===== src/rtl/rtc_alarm_pkg.sv =====
package rtc_alarm_pkg;

  localparam int unsigned NUM_FIELDS = 4;
  localparam int unsigned FLD_SEC  = 0;
  localparam int unsigned FLD_MIN  = 1;
  localparam int unsigned FLD_HOUR = 2;
  localparam int unsigned FLD_DATE = 3;

  typedef enum logic [2:0] {
    RPT_MONTH,
    RPT_DAY,
    RPT_HOUR,
    RPT_MIN,
    RPT_SEC
  } rpt_e;

  // tens digit * 10 + low nibble, no digit validation
  function automatic logic [6:0] bcd_dec(input logic [6:0] v);
    return ({4'b0, v[6:4]} * 7'd10) + {3'b0, v[3:0]};
  endfunction

  function automatic logic [6:0] val_mask(input int unsigned idx);
    return (idx == FLD_SEC || idx == FLD_MIN) ? 7'h7f : 7'h3f;
  endfunction

  function automatic logic field_ok(input int unsigned idx, input logic [7:0] v);
    logic [6:0] d;
    d = bcd_dec(v[6:0] & val_mask(idx));
    case (idx)
      FLD_SEC, FLD_MIN: return d <= 7'd59;
      FLD_HOUR:         return d <= 7'd23;
      default:          return d != 7'd0;
    endcase
  endfunction

endpackage


===== src/rtl/alarm_regs.sv =====
module alarm_regs
  import rtc_alarm_pkg::*;
#(
  parameter int unsigned ADDR_W     = 3,
  parameter int unsigned ALARM_BASE = 0
) (
  input  logic                        clk_i,
  input  logic                        rst_ni,
  input  logic                        wr_en_i,
  input  logic [ADDR_W-1:0]           addr_i,
  input  logic [7:0]                  wdata_i,
  output logic [NUM_FIELDS-1:0][7:0]  alarm_o
);

  for (genvar g = 0; g < NUM_FIELDS; g++) begin : g_fld
    localparam logic [ADDR_W-1:0] FLD_ADDR = ADDR_W'(ALARM_BASE + g);
    logic sel;
    assign sel = wr_en_i && (addr_i == FLD_ADDR);

    // out-of-range BCD leaves the register untouched
    always_ff @(posedge clk_i or negedge rst_ni) begin
      if (!rst_ni)                           alarm_o[g] <= 8'h00;
      else if (sel && field_ok(g, wdata_i))  alarm_o[g] <= wdata_i;
    end
  end

endmodule


===== src/rtl/alarm_match.sv =====
module alarm_match
  import rtc_alarm_pkg::*;
(
  input  logic [NUM_FIELDS-1:0][7:0] alarm_i,
  input  logic [NUM_FIELDS-1:0][7:0] now_i,
  output rpt_e                       mode_o,
  output logic                       hit_o
);

  logic [NUM_FIELDS-1:0] msk, need, eq;

  for (genvar g = 0; g < NUM_FIELDS; g++) begin : g_cmp
    localparam logic [6:0] VM = val_mask(g);
    assign msk[g] = alarm_i[g][7];
    assign eq[g]  = (alarm_i[g][6:0] & VM) == (now_i[g][6:0] & VM);
  end

  // mask pattern {date,hour,min,sec} picks the repeat rate
  always_comb begin
    unique case (msk)
      4'b0000: mode_o = RPT_MONTH;
      4'b1000: mode_o = RPT_DAY;
      4'b1100: mode_o = RPT_HOUR;
      4'b1110: mode_o = RPT_MIN;
      default: mode_o = RPT_SEC;
    endcase
  end

  always_comb begin
    unique case (mode_o)
      RPT_MONTH: need = 4'b1111;
      RPT_DAY:   need = 4'b0111;
      RPT_HOUR:  need = 4'b0011;
      RPT_MIN:   need = 4'b0001;
      default:   need = 4'b0000;
    endcase
  end

  assign hit_o = &(eq | ~need);

endmodule


===== src/rtl/alarm_event.sv =====
module alarm_event (
  input  logic clk_i,
  input  logic rst_ni,
  input  logic tick_i,
  input  logic hit_i,
  input  logic en_i,
  input  logic clr_i,
  output logic flag_o,
  output logic irq_o
);

  logic fire;
  assign fire = tick_i && hit_i;

  // set beats clear
  always_ff @(posedge clk_i or negedge rst_ni) begin
    if (!rst_ni)     flag_o <= 1'b0;
    else if (fire)   flag_o <= 1'b1;
    else if (clr_i)  flag_o <= 1'b0;
  end

  // one-cycle pulse per matching tick
  always_ff @(posedge clk_i or negedge rst_ni) begin
    if (!rst_ni) irq_o <= 1'b0;
    else         irq_o <= fire && en_i;
  end

endmodule


===== src/rtl/rtc_alarm_top.sv =====
module rtc_alarm_top
  import rtc_alarm_pkg::*;
#(
  parameter int unsigned ADDR_W     = 3,
  parameter int unsigned ALARM_BASE = 0,
  parameter int unsigned CTRL_ADDR  = 4,
  parameter int unsigned STAT_ADDR  = 5,
  parameter int unsigned EN_BIT     = 0,
  parameter int unsigned FLAG_BIT   = 0
) (
  input  logic              clk_i,
  input  logic              rst_ni,
  input  logic              wr_en_i,
  input  logic              rd_en_i,
  input  logic [ADDR_W-1:0] addr_i,
  input  logic [7:0]        wdata_i,
  output logic [7:0]        rdata_o,
  input  logic              tick_i,
  input  logic [7:0]        sec_i,
  input  logic [7:0]        min_i,
  input  logic [7:0]        hour_i,
  input  logic [7:0]        date_i,
  output logic              irq_o
);

  localparam logic [ADDR_W-1:0] CTRL_A = ADDR_W'(CTRL_ADDR);
  localparam logic [ADDR_W-1:0] STAT_A = ADDR_W'(STAT_ADDR);

  logic [NUM_FIELDS-1:0][7:0] alarm_q, now_w;
  logic alarm_en, alarm_flag, hit, clr;
  rpt_e mode;

  assign now_w[FLD_SEC]  = sec_i;
  assign now_w[FLD_MIN]  = min_i;
  assign now_w[FLD_HOUR] = hour_i;
  assign now_w[FLD_DATE] = date_i;

  alarm_regs #(.ADDR_W(ADDR_W), .ALARM_BASE(ALARM_BASE)) i_regs (
    .clk_i   (clk_i),
    .rst_ni  (rst_ni),
    .wr_en_i (wr_en_i),
    .addr_i  (addr_i),
    .wdata_i (wdata_i),
    .alarm_o (alarm_q)
  );

  alarm_match i_match (
    .alarm_i (alarm_q),
    .now_i   (now_w),
    .mode_o  (mode),
    .hit_o   (hit)
  );

  always_ff @(posedge clk_i or negedge rst_ni) begin
    if (!rst_ni)                           alarm_en <= 1'b0;
    else if (wr_en_i && addr_i == CTRL_A)  alarm_en <= wdata_i[EN_BIT];
  end

  assign clr = rd_en_i && (addr_i == STAT_A);

  alarm_event i_event (
    .clk_i  (clk_i),
    .rst_ni (rst_ni),
    .tick_i (tick_i),
    .hit_i  (hit),
    .en_i   (alarm_en),
    .clr_i  (clr),
    .flag_o (alarm_flag),
    .irq_o  (irq_o)
  );

  // read mux
  always_comb begin
    rdata_o = 8'h00;
    for (int unsigned i = 0; i < NUM_FIELDS; i++)
      if (addr_i == ADDR_W'(ALARM_BASE + i)) rdata_o = alarm_q[i];
    if (addr_i == CTRL_A) rdata_o[EN_BIT]   = alarm_en;
    if (addr_i == STAT_A) rdata_o[FLAG_BIT] = alarm_flag;
  end

endmodule


===== config.mk =====
export PLATFORM = sky130hd
export DESIGN_NAME = rtc_alarm_top
export DESIGN_NICKNAME = d
export VERILOG_FILES = /design/src/rtl/rtc_alarm_pkg.sv /design/src/rtl/alarm_regs.sv /design/src/rtl/alarm_match.sv /design/src/rtl/alarm_event.sv /design/src/rtl/rtc_alarm_top.sv
export SDC_FILE = /design/constraint.sdc
export NUM_CORES = 1
export LEC_CHECK = 0
export BUFFER_PORTS_ARGS = -buffer_cell sky130_fd_sc_hd__buf_4
export CORE_UTILIZATION = 53
export DETAILED_ROUTE_END_ITERATION = 16
export PLACE_DENSITY = 0.8
export SLEW_MARGIN = 10
export SYNTH_ARGS = -nofsm -noshare
export SYNTH_HDL_FRONTEND = slang
export SYNTH_SLANG_ARGS = --single-unit

===== constraint.sdc =====
create_clock -name clk_i -period 1.8 [get_ports clk_i]
set_input_delay 0.36 -clock clk_i [delete_from_list [all_inputs] [get_ports clk_i]]
set_output_delay 0.36 -clock clk_i [all_outputs]
set_load 0.05 [all_outputs]

==> impl_metrics.ini <==
[critical_path]
cp.required_ns = 1.99
worstSetupPathType = input port to register
worstRegToRegCells = 6
worstPathMaxFanout = 4
crit_top_cell = ha_4
reg2reg_from = i_regs.alarm_o[26]
crit_path_end_kind = register
crit_chain = buf_12 > ha_4 > ha_4 > a21o_1 > or2_4 > o311ai_4 > o211ai_4 > buf_6 > mux2_4
critical_path.startpoint_type = input port
reg2reg_slack_ns = -0.06
critPathMaxStageDelay_ns = 0.41
r2r_end = i_event.irq_o
arrival_ns = 2.49
crit_slowest_cell = o311ai_4

[final_layout]
n_antenna_cell = 0
stdcell_area_um2 = 3750
drive_above_1_share_pct = 66.3
nets = 359
mostFrequentLayoutCells = 101 x buf_4, 34 x dfrtp_1, 31 x mux2_4
final_common_cell = buf_4
area.growth.synth_to_final_pct = 66.8

[pwr]
switching_power_uw = 1510
p_comb_share_pct = 51.9
p_seq_share_pct = 29.7
powerDensity_nw_per_um2 = 1110
power_leakage_uw = 0.00178
irDropWorstVdd_uv = 599
p_clk_share_pct = 18.5
internal_power_uw = 2680
power_switching_share_pct = 36.0

[synthesis]
synth_area_leaders = dfrtp_1 39%, mux2_2 16%, mux4_2 8.0%
synth_area_per_cell_um2 = 12.7
synth_edf_count = 0
synth-async-reset-ratio_pct = 100
yosys.cell_types.count = 43
synth.top_cell.area_share_pct = 38.9
ys_seq_area_share_pct = 38.9
synth_top_area_cell = dfrtp_1
syn_inst = 177
ys_warn_count = 0
synth_nets = 234
post_synth_instance_area_um2 = 2250
synth_seq_cells = 35
synth_flop_cell = dfrtp_1

[die]
initial_utilization_pct = 55.9
die_area_um2 = 4510
ioPinCount = 57
core_um2 = 4030
die_w_um = 67.2
rows = 23
dieHeight_um = 67.2

[clocking]
cts_tree = yes
worstSkewPairLatency_ns = 0.30
clk_pin_slew_ns = 0.08
cts_made_buffers = 5
clock-root-buffer = clkbuf_8
clkSinkCount = 35
cts_max_level = 2
clock_path_buffers = 2

[detailed_routing]
first_pass_iters = 5
viasPerCell = 6.68
avgRoutedWirePerCell_um = 29.3
ant_nets = 0
drc = 0
first_iter_violations = 265
routed_wl_um = 10400
vias = 2359

[grt]
grt_pass1_vias = 2274
grt_start_max_net_pins = 36
antenna_found_initial = 0
overflow = 0
grt_usage_pct = 40.1
grt_pass1_wl_um = 12200

[sta]
layout_setup_ws_ns = -0.503
hold_violations = 0
setup_viol = 41
fin_crit_ns = 2.30
slew_violations = 0
grt_setup_unrepaired = true
setup_tns_ns = -10.48
slew_headroom_pct = 66.7
period_share_pct = 128
hold-worst-slack_ns = 0.0109
fmax_mhz = 434
fin_worst_skew_ns = 0.00631
worst_pin_slew_ns = 0.495

[place]
portBuffers = 50
dpl_worst_slack_ns = -0.813
dp_hpwl_um = 4940
dpl_cell_area_um2 = 3120
routabilityCongestion = 0.824

[status]
violations = setup timing
status = complete, but fails checks

[flow_run]
maxCapViolations = 0

[hold_path]
hold_path.class = input port to async pin
-- power by group through the flow --
stage	Sequential (µW)	Clock [µW]	Combinational, µW
finish	1240	772	2170
CTS	1200	753	1820
global placement	1280	0	1300
global route	1250	795	2260
floorplan	1230	0	984
detailed placement	1310	0	1350
-- stage by stage --
stage          total power, µW  instances  util, %
6_report                  4180        353     93.2
5_1_grt                   4300        353     93.2
4_1_cts                   3780        340     89.7
3_5_place_dp              2650        303     77.5
3_3_place_gp              2580        303     77.5
2_1_floorplan             2210        177        -
-- worst max path at each step --
stage | start | end | depth (start not counted)
2_1_floorplan | wdata_i[1] | i_regs.alarm_o[10] | 7
3_3_place_gp | wdata_i[4] | i_regs.alarm_o[12] | 9
3_5_place_dp | wdata_i[4] | i_regs.alarm_o[10] | 9
4_1_cts | wdata_i[4] | i_regs.alarm_o[8] | 9
5_1_grt | wdata_i[4] | i_regs.alarm_o[8] | 10
6_report | wdata_i[4] | i_regs.alarm_o[8] | 9
-- layout make-up --
class,instances,area [µm²]
Multi-Input combinational cell,135,1660
Fill cell,121,275
Sequential cell,35,877
Tap cell,50,62.6
Timing Repair Buffer,121,1020
Clock inverter,2,35.0
Inverter,4,15.0
Clock buffer,6,82.6
-- cells in the mapped netlist (all sizes together) (2+ instances only) --
library cell,number
nor3,2
xnor2,12
nand3,2
nor2b,8
mux4,8
a21oi,4
o22ai,2
nor3b,2
o211ai,2
ha,8
buf,2
nor4,5
a311oi,2
inv,4
xor2,15
o21ai,7
nor2,2
dfrtp,35
mux2,32
nand2b,2
nand2,2
a31oi,2
-- registers in the layout, summed over array words and instances, names as in the netlist --
register	flops
alarm_en	1
i_event.flag_o	1
i_event.irq_o	1
i_regs.alarm_o	32
-- repair_timing --
action / CTS / global route
hold buffers: 0 / 0
setup buffers: 30 / 14
resized for setup: 34 / 12
endpoints found under the setup margin: 40 / 40
pin swaps: 8 / 7
-- critical path, delay by kind of cell --
kind | cells | cell delay [ns]
adder cells (fa/ha/maj) | 2 | 0.48
AO/OA/AOI/OAI | 3 | 0.80
buffers and inverters | 2 | 0.27
AND/OR/NAND/NOR | 1 | 0.26
multiplexers | 1 | 0.30
-- routing by layer --
layer | vias up | share of wire, % | global-route usage, %
met5 | - | 0 | 0
met1 | 1171 | 35 | 44.3
li1 | 913 | - | -
met2 | 206 | 49 | 67.8
met3 | 69 | 9.2 | 10.1
met4 | 0 | 6.7 | 26.9
-- cells by family after synthesis --
logic type / synth area share, %
buffers and inverters: 1.28
xor gates and xnor gates: 10.5
adders and majority gates: 5.34
DFF: 38.9
muxes: 24.5
AOI/OAI and AO/OA: 10.8
and+or+nand+nor: 8.67
Power figures use the tool's default switching activity.
